`config.mk`:
```
export PLATFORM = sky130hd
export DESIGN_NAME = ssid_cfg_block
export DESIGN_NICKNAME = d
export VERILOG_FILES = /design/src/rtl/ssid_pkg.sv /design/src/rtl/ssid_load_seq.sv /design/src/rtl/ssid_wp_ctrl.sv /design/src/rtl/ssid_id_store.sv /design/src/rtl/ssid_cfg_block.sv
export SDC_FILE = /design/constraint.sdc
export NUM_CORES = 1
export LEC_CHECK = 0
export ABC_AREA = 1
export ABC_CLOCK_PERIOD_IN_PS = 1400
export BUFFER_PORTS_ARGS = -buffer_cell sky130_fd_sc_hd__buf_2
export CAP_MARGIN = 20
export CORE_UTILIZATION = 40
export DETAILED_ROUTE_END_ITERATION = 10
export HOLD_SLACK_MARGIN = 0.08
export PLACE_DENSITY = 0.75
export SLEW_MARGIN = 20
export SYNTH_ARGS = -nofsm -noshare
export SYNTH_HDL_FRONTEND = slang
export SYNTH_SLANG_ARGS = --single-unit
export TNS_END_PERCENT = 30
```
`constraint.sdc`:
```
create_clock -name clk -period 1.4 [get_ports clk]
set_clock_uncertainty 0.1 [all_clocks]
set_input_delay 0.21 -clock clk [delete_from_list [all_inputs] [get_ports clk]]
set_output_delay 0.21 -clock clk [all_outputs]
set_load 0.02 [all_outputs]
```
`src/rtl/ssid_pkg.sv`:
```
package ssid_pkg;

   typedef enum logic [1:0] {
      SEQ_IDLE    = 2'd0,
      SEQ_LOADING = 2'd1,
      SEQ_DONE    = 2'd2
   } seq_state_e;

   localparam int unsigned BYTE_W = 8;

endpackage

```
`src/rtl/ssid_load_seq.sv`:
```
module ssid_load_seq
   import ssid_pkg::*;
#(
   parameter bit LOAD_EN = 1'b1
) (
   input  logic       clk,
   input  logic       rst_n,
   input  logic       ld_valid_i,
   input  logic       ld_absent_i,
   output seq_state_e state_o,
   output logic       ld_we_o
);

   seq_state_e state_q, state_d;

   generate
      if (LOAD_EN) begin : g_load
         always_comb begin
            state_d = state_q;
            ld_we_o = 1'b0;
            case (state_q)
               SEQ_IDLE:    state_d = SEQ_LOADING;
               SEQ_LOADING: begin
                  if (ld_valid_i) begin
                     ld_we_o = 1'b1;
                     state_d = SEQ_DONE;
                  end else if (ld_absent_i) begin
                     state_d = SEQ_DONE;
                  end
               end
               SEQ_DONE:    state_d = SEQ_DONE;
               default:     state_d = SEQ_IDLE;
            endcase
         end
      end else begin : g_noload
         always_comb begin
            ld_we_o = 1'b0;
            state_d = SEQ_DONE;
         end
      end
   endgenerate

   always_ff @(posedge clk or negedge rst_n) begin
      if (!rst_n) state_q <= SEQ_IDLE;
      else        state_q <= state_d;
   end

   assign state_o = state_q;


   load_ends_chk: assert property (@(posedge clk) disable iff (!rst_n)
      (state_q == SEQ_LOADING && (ld_valid_i || ld_absent_i)) |=> (state_q == SEQ_DONE))
      else $error("load did not finish");


   done_sticky_chk: assert property (@(posedge clk) disable iff (!rst_n)
      (state_q == SEQ_DONE) |=> (state_q == SEQ_DONE))
      else $error("done state left without reset");

endmodule

```
`src/rtl/ssid_wp_ctrl.sv`:
```
module ssid_wp_ctrl #(
   parameter bit WP_RST = 1'b1
) (
   input  logic clk,
   input  logic rst_n,
   input  logic wr_i,
   input  logic val_i,
   output logic wp_o
);

   logic wp_q;

   always_ff @(posedge clk or negedge rst_n) begin
      if (!rst_n)    wp_q <= WP_RST;
      else if (wr_i) wp_q <= val_i;
   end

   assign wp_o = wp_q;


   wp_hold_chk: assert property (@(posedge clk) disable iff (!rst_n)
      !wr_i |=> $stable(wp_q))
      else $error("protect bit moved without write");


   wp_load_chk: assert property (@(posedge clk) disable iff (!rst_n)
      wr_i |=> (wp_q == $past(val_i)))
      else $error("protect bit not loaded");

endmodule

```
`src/rtl/ssid_id_store.sv`:
```
module ssid_id_store
   import ssid_pkg::*;
#(
   parameter int unsigned ID_W   = 32,
   parameter logic [ID_W-1:0] ID_RST = '0
) (
   input  logic                       clk,
   input  logic                       rst_n,
   input  logic                       host_we_i,
   input  logic [ID_W/BYTE_W-1:0]     be_i,
   input  logic [ID_W-1:0]            wdata_i,
   input  logic                       ld_we_i,
   input  logic [ID_W-1:0]            ld_data_i,
   output logic [ID_W-1:0]            id_o
);

   localparam int unsigned NB = ID_W / BYTE_W;

   generate
      for (genvar b = 0; b < NB; b++) begin : g_lane
         logic [BYTE_W-1:0] lane_q;
         always_ff @(posedge clk or negedge rst_n) begin
            if (!rst_n)
               lane_q <= ID_RST[b*BYTE_W +: BYTE_W];
            else if (ld_we_i)
               lane_q <= ld_data_i[b*BYTE_W +: BYTE_W];
            else if (host_we_i && be_i[b])
               lane_q <= wdata_i[b*BYTE_W +: BYTE_W];
         end
         assign id_o[b*BYTE_W +: BYTE_W] = lane_q;
      end
   endgenerate


   load_store_chk: assert property (@(posedge clk) disable iff (!rst_n)
      ld_we_i |=> (id_o == $past(ld_data_i)))
      else $error("loaded value not stored");

endmodule

```
`src/rtl/ssid_cfg_block.sv`:
```
module ssid_cfg_block
   import ssid_pkg::*;
#(
   parameter int unsigned ID_W      = 32,
   parameter int unsigned DW_ADDR_W = 6,
   parameter logic [DW_ADDR_W-1:0] ID_DW   = 6'h10,
   parameter logic [DW_ADDR_W-1:0] CTRL_DW = 6'h20,
   parameter int unsigned WP_BIT    = 5,
   parameter bit          LOAD_EN   = 1'b1,
   parameter logic [ID_W-1:0] ID_RST = '0
) (
   input  logic                   clk,
   input  logic                   rst_n,
   input  logic                   suspend_i,
   input  logic                   cfg_wr_i,
   input  logic                   cfg_rd_i,
   input  logic [DW_ADDR_W-1:0]   cfg_dw_addr_i,
   input  logic [ID_W/8-1:0]      cfg_be_i,
   input  logic [ID_W-1:0]        cfg_wdata_i,
   output logic [ID_W-1:0]        cfg_rdata_o,
   output logic                   ld_req_o,
   input  logic                   ld_valid_i,
   input  logic                   ld_absent_i,
   input  logic [ID_W-1:0]        ld_data_i,
   output logic                   ld_done_o
);

   localparam int unsigned NB      = ID_W / BYTE_W;
   localparam int unsigned WP_LANE = WP_BIT / BYTE_W;

   initial begin
      width_ok_chk: assert (ID_W % BYTE_W == 0 && ID_W >= 2*BYTE_W)
         else $error("ID_W must be a whole number of bytes");
      wpbit_ok_chk: assert (WP_BIT < ID_W)
         else $error("WP_BIT outside control dword");
      addr_ok_chk: assert (ID_DW != CTRL_DW)
         else $error("register indices collide");
   end

   // suspend masks the primary reset from every flop in the block
   logic core_rst_n;
   assign core_rst_n = rst_n | suspend_i;

   seq_state_e seq_state;
   logic       ld_we;
   logic       wp_q;
   logic [ID_W-1:0] id_q;

   logic id_hit, ctrl_hit, host_id_we, ctrl_we;
   assign id_hit     = (cfg_dw_addr_i == ID_DW);
   assign ctrl_hit   = (cfg_dw_addr_i == CTRL_DW);
   assign host_id_we = cfg_wr_i && id_hit && !wp_q && (seq_state != SEQ_LOADING);
   assign ctrl_we    = cfg_wr_i && ctrl_hit && cfg_be_i[WP_LANE];

   ssid_load_seq #(.LOAD_EN(LOAD_EN)) u_seq (
      .clk         (clk),
      .rst_n       (core_rst_n),
      .ld_valid_i  (ld_valid_i),
      .ld_absent_i (ld_absent_i),
      .state_o     (seq_state),
      .ld_we_o     (ld_we)
   );

   ssid_wp_ctrl #(.WP_RST(1'b1)) u_wp (
      .clk   (clk),
      .rst_n (core_rst_n),
      .wr_i  (ctrl_we),
      .val_i (cfg_wdata_i[WP_BIT]),
      .wp_o  (wp_q)
   );

   ssid_id_store #(.ID_W(ID_W), .ID_RST(ID_RST)) u_store (
      .clk       (clk),
      .rst_n     (core_rst_n),
      .host_we_i (host_id_we),
      .be_i      (cfg_be_i[NB-1:0]),
      .wdata_i   (cfg_wdata_i),
      .ld_we_i   (ld_we),
      .ld_data_i (ld_data_i),
      .id_o      (id_q)
   );

   always_comb begin
      cfg_rdata_o = '0;
      if (cfg_rd_i) begin
         if (id_hit)        cfg_rdata_o = id_q;
         else if (ctrl_hit) cfg_rdata_o[WP_BIT] = wp_q;
      end
   end

   assign ld_req_o  = (seq_state == SEQ_LOADING);
   assign ld_done_o = (seq_state == SEQ_DONE);


   locked_id_chk: assert property (@(posedge clk) disable iff (!core_rst_n)
      (cfg_wr_i && id_hit && wp_q && !ld_req_o) |=> $stable(id_q))
      else $error("protected identifier changed");


   pending_drop_chk: assert property (@(posedge clk) disable iff (!core_rst_n)
      (ld_req_o && !ld_valid_i) |=> $stable(id_q))
      else $error("identifier changed while load pending");

endmodule

```
; ---- Yosys cells after proc, flatten, opt, wreduce, memory -nomap -nowiden
; Index checks and enable logic that the tools add are counted.
[word_totals]
regBits = 35
out_inout_bits = 34
in_bits = 81
word_cells = 46
[classes]
n_bitwise = 1
muxes = 18
n_reduce_logical = 15
n_eq_ne = 6
[op_table]
columns = op, count
row1 = 2-to-1 mux 8 bit, 8
row2 = 2-to-1 mux 32 bit, 1
row3 = 2-to-1 mux 26 bit, 1
row4 = logical AND 1 bit, 9
row5 = nonzero test 2 bit, 4
row6 = equality test 6 x 5 -> 1 bit (second input constant), 1
row7 = equality test 6 bit (second input constant), 1
row8 = case mux 2 bit (3 select lines), 1
row9 = 2-to-1 mux 5 bit, 1
row10 = 2-to-1 mux 1 bit, 4
row11 = 2-to-1 mux 2 bit, 2
row12 = != test 3 x 1 -> 1 bit (second input constant), 1
row13 = equality test 2 x 1 -> 1 bit (second input constant), 1
row14 = equality test 2 bit (second input constant), 1
row15 = zero test 2 bit, 1
row16 = != test 2 x 1 -> 1 bit (second input constant), 1
row17 = zero test 1 bit, 1
row18 = bitwise OR 1 bit, 1

; ---- Logic depth before layout (Yosys ltp)
[depth]
depth_word = 7
depth_mapped = 9

; ---- By module
; Synthesis repeated with hierarchy kept, for this count alone.
[unflattened]
hier_cells = 354
hier_area_um2 = 2518.7
[by_module_without_submodules]
columns = module, seq_area_each_um2, area_each_um2, cells_per_inst, instances
row1 = ssid_id_store, 800.8, 1704.1, 244, 1
row2 = ssid_cfg_block, 0.0, 648.1, 89, 1
row3 = ssid_load_seq, 50.0, 125.1, 16, 1
row4 = ssid_wp_ctrl, 26.3, 41.3, 5, 1

; ---- Least setup slack after synthesis
; OpenSTA, ideal clock, no wires.
[synth_path]
kind = register to register
start = register u_seq.state_q[1], in the netlist u_seq.state_o[1]
end = register u_seq.state_q[0], in the netlist u_seq.state_o[0]
synth_period_minus_slack_ns = 1.705
path_slack_ns = -0.305
path_stages_with_launch = 7
arrival_ns = 1.479
cell_sequence = dfrtp_1 inv_1 ha_1 buf_6 or3b_2 nand2_1 o21ai_0
[synth_via]
elab_chain_len = 2
[synth_rtl]
columns = item, line_no
row1 = "start, declared", ssid_load_seq.sv:14  ; seq_state_e state_q, state_d;
row2 = "start signal, assigned", ssid_load_seq.sv:45  ; else state_q <= state_d;
row3 = equality test 2 x 1 -> 1 bit *, n/a
row4 = named net ld_req_o, ssid_cfg_block.sv:21  ; output logic ld_req_o,
row5 = case mux 2 bit (3 select lines) / != test 3 x 1 -> 1 bit (equally long branches), n/a
; The timed path passes the listed nets; every way through them passes the cells marked *.
; A chain may end at the register's enable or synchronous reset.

; ---- Final worst setup path
[layout_path]
start = register u_seq.state_q[0], in the netlist u_seq.state_o[0]
end = register u_store.g_lane[2].lane_q[3]
[layout_via]
elab_chain_len = 4
[layout_rtl]
columns = item, line_no
row1 = != test 2 x 1 -> 1 bit, ssid_cfg_block.sv:52  ; assign host_id_we = cfg_wr_i && id_hit && !wp_q && (seq_state != SEQ_LOADING);
row2 = logical AND 1 bit, ssid_cfg_block.sv:52
row3 = logical AND 1 bit, ssid_id_store.sv:27  ; else if (host_we_i && be_i[b])
row4 = nonzero test 2 bit (no line), n/a
row5 = "end signal, assigned", ssid_id_store.sv:24  ; lane_q <= ID_RST[b*BYTE_W +: BYTE_W];
row6 = "end signal, assigned", ssid_id_store.sv:26  ; lane_q <= ld_data_i[b*BYTE_W +: BYTE_W];
row7 = "end signal, assigned", ssid_id_store.sv:28  ; lane_q <= wdata_i[b*BYTE_W +: BYTE_W];
row8 = "end, declared", ssid_id_store.sv:21  ; logic [BYTE_W-1:0] lane_q;
; Several ways; a longest one is shown, not always the timed one.

==> results.sh <==
export IMPL_cpMaxStageDelayCell="dfrtp_1"
export IMPL_drcViolationCount=0
export IMPL_drt_antenna_violating_nets=0
export IMPL_critPathKind="flip-flop to flip-flop"
export IMPL_area_inside_the_core_boundary_um2=5270
export IMPL_gr_usage_met3_pct=4.286
export IMPL_fillCellCount=479
export IMPL_finalCriticalPeriod_ps=1553
export IMPL_postSynthCellCount=345
export IMPL_timing_final_setup_violations=68
export IMPL_floorplan_die_area_um2=5937
export IMPL_yosys_warnings=0
export IMPL_final_critical_path_setup_slack_ps=-153.5
export IMPL_finalInstanceArea_um2=3495
export IMPL_grt_first_pass_wirelength_mm=11.22
export IMPL_cts_made_buffers=5
export IMPL_power_static_leakage_nw=1.960
export IMPL_gpl_final_weighted_congestion=0.8000
export IMPL_place_detailed_instances=524
export IMPL_synth_seq_cells=35
export IMPL_violations="setup timing"
export IMPL_port_buffer_count=114
export IMPL_area_of_the_multi_input_gates_um2=1336
export IMPL_clkSinkCount=35
export IMPL_post_route_cells_drive_above_1_share_pct=40.84
export IMPL_drv_max_cap_violation_count=0
export IMPL_postPlaceCellArea_um2=2990
export IMPL_worst_slew_pin_slew_ps=438.5
export IMPL_global_route_usage_total_pct=23.42
export IMPL_antenna_diode_count=0
export IMPL_dp_hpwl_mm=4.611
export IMPL_cts_root_buf="clkbuf_8"
export IMPL_synth_top_area_share_pct=37.76
export IMPL_clk_transition_reported_paths_ps=70
export IMPL_grt_ovfl_total=0
export IMPL_timing_critical_path_arrival_ps=1680
export IMPL_met1_usage_pct=29.13
export IMPL_report_final_slew_viol_count=0
export IMPL_finish_cell_count_without_fillers=545
export IMPL_layout_common_cells="117 x nand2_1, 81 x buf_2, 67 x nand3_1"
export IMPL_grt_antenna_before_repair=0
export IMPL_floorplan_initialDensity_pct=42.76
export IMPL_via_count_of_the_first_global_routing_pass=2502
export IMPL_fp_dieW_um=77.06
export IMPL_syn_num_nets=429
export IMPL_postRouteWirelength_mm=6.952
export IMPL_critPathRequiredTime_ps=1530
export IMPL_timing_critical_path_to_type="flip-flop"
export IMPL_cell_area_after_synthesis_um2=2253
export IMPL_stage_delay_of_the_slowest_cell_on_the_critical_path_ps=410
export IMPL_met2_usage_pct=41.52
export IMPL_outcome="complete, but fails checks"
export IMPL_firstDrtPassIters=4
export IMPL_dieHeight_um=77.06
export IMPL_busiest_layer="met2"
export IMPL_timing_critical_path_mode_cell="nand2_1"
export IMPL_max_slew_margin_rel_pct=70.77
export IMPL_routed_via_count=2610
export IMPL_total_power_mw=4.596
export IMPL_route_detailed_vias_per_inst=4.789
export IMPL_storage_cell_area_um2=877.1
export IMPL_ys_top_cells_by_area="dfrtp_1 38%, nand2_1 23%, nand3_1 15%"
export IMPL_grt_start_max_net_pins=32
export IMPL_timing_hold_worst_class="primary input to flip-flop"
export IMPL_crit_path_max_fanout=8
export IMPL_setup_repair_after_global_routing_missed_its_margin="true"
export IMPL_tritoncts="yes"
export IMPL_ios=115
export IMPL_worst_path_buf_inv=1
export IMPL_postSynthAreaPerCell_um2=6.532
export IMPL_violation_count_after_the_first_detailed_route_iteration=139
export IMPL_clock_latency_ps=280
export IMPL_top_achievable_clock_speed_mhz=643.7
export IMPL_syn_to_final_growth_pct=55.08
export IMPL_finalNetCount=558
export IMPL_hold_viol=0
export IMPL_synth_lib_cells_used_distinct=19
export IMPL_routed_wire_length_per_instance_um=12.76
export IMPL_max_clock_path_buffers=2
export IMPL_final_period_utilization_pct=111.0
export IMPL_cp_start_kind="flip-flop"
export IMPL_crit_family="simple AND/OR/NAND/NOR gates"
export IMPL_rows=26
export IMPL_layout_cells_most_common="nand2_1"
export IMPL_maximum_level_of_the_cts_h_tree=2
export IMPL_synth_seq_area_share_pct=38.92
export IMPL_power_per_cell_area_nw_per_um2=1315
export IMPL_max_vdd_ir_drop_mv=0.7868
export IMPL_synth_largest_area_cell="dfrtp_1"
export IMPL_crit_chain="ha_4 -> nor3b_4 -> buf_6 -> nand3_4 -> nand2_8 -> nand2_1 -> nand2_1"
## metal layers
metal,vias to the layer above,wire (um)
li1,1331,-
met1,1187,2988
met2,86,3488
met3,6,422
met4,0,53
met5,-,0
## worst paths after layout
| check | start | end | slack, ps | cells after the start |
|---|---|---|---|---|
| worst max-delay path | u_seq.state_o[0]$_DFFE_PN0P_ | u_store.g_lane[2].lane_q[3]$_DFFE_PN0P_ | -150 | 7 |
| worst min-delay path | cfg_wdata_i[14] | u_store.g_lane[1].lane_q[6]$_DFFE_PN0P_ | 110 | 5 |
| worst max register to register | u_seq.state_o[0]$_DFFE_PN0P_ | u_store.g_lane[2].lane_q[3]$_DFFE_PN0P_ | -150 | 7 |
| worst min register to register | u_wp.wp_o$_DFFE_PN1P_ | u_wp.wp_o$_DFFE_PN1P_ | 400 | 2 |
| max in group asynchronous | suspend_i | u_store.g_lane[1].lane_q[3]$_DFFE_PN0P_ | 360 | 4 |
| min in group asynchronous | rst_n | u_seq.state_o[1]$_DFFE_PN0P_ | 390 | 3 |
## state kept, by name (all words and copies together), names as in the netlist
signal	cells
u_store.g_lane.lane_q	32
u_seq.state_o	2
u_wp.wp_o	1
## per-stage QoR
step	util (%)	hold slack, ps	TNS (ps)	setup slack, ps
floorplan	-	149.3	-8534	-173.8
global placement	56.74	151.5	-6006	-220.7
detailed placement	56.74	154.2	-8020	-264.1
CTS	63.03	101.3	-5104	-162.4
global route	66.31	132.9	-10930	-235.6
finish	66.31	105.3	-6182	-153.5
## final cells by class
cell class	count	share of cell area (%)
Clock buffer	7	2.184
Clock inverter	1	0.1432
Sequential cell	35	25.10
Inverter	35	3.759
Tap cell	70	2.506
Multi-Input combinational cell	259	38.24
Timing Repair Buffer	138	28.07
## synthesized netlist by cell type
cell	number
o21ai_0	2
buf_2	6
nor2_1	33
inv_1	35
buf_6	1
dfrtp_1	34
dfstp_2	1
or3b_2	1
nand2_1	139
nor3_1	1
or2_2	1
ha_1	3
clkbuf_1	10
nand3_2	4
nand3_1	67
nand2_4	4
buf_4	1
nor3b_4	1
nor2_2	1
## cells by family (layout without fill, tap and decap cells)
group                      count (synthesis)  count (layout)  synth area share [%]
AOI/OAI and AO/OA                          2               2                0.4442
adders and majority gates                  3               3                 1.666
buffers and inverters                     53             181                 9.662
DFF                                       35              35                 38.92
and+or+nand+nor                          252             254                 49.31
## where the power goes
part | switching, mW | internal [mW]
Combinational | 1.21 | 0.980
Sequential | 0.245 | 1.46
Clock | 0.351 | 0.349
## tightest hold or removal path: cells and delay by family
family                 cells  cell delay [ps]
and+or+nand+nor            4              170
buffers and inverters      1               70
## timing repair
action	in CTS	in global routing
resized for setup	49	47
setup buffers	6	1
pin swaps	10	6
endpoints found under the hold margin	14	0
hold buffers	3	0
endpoints found under the setup margin	68	68
cloned	2	1
No activity file was read; power rests on OpenSTA's default activity.
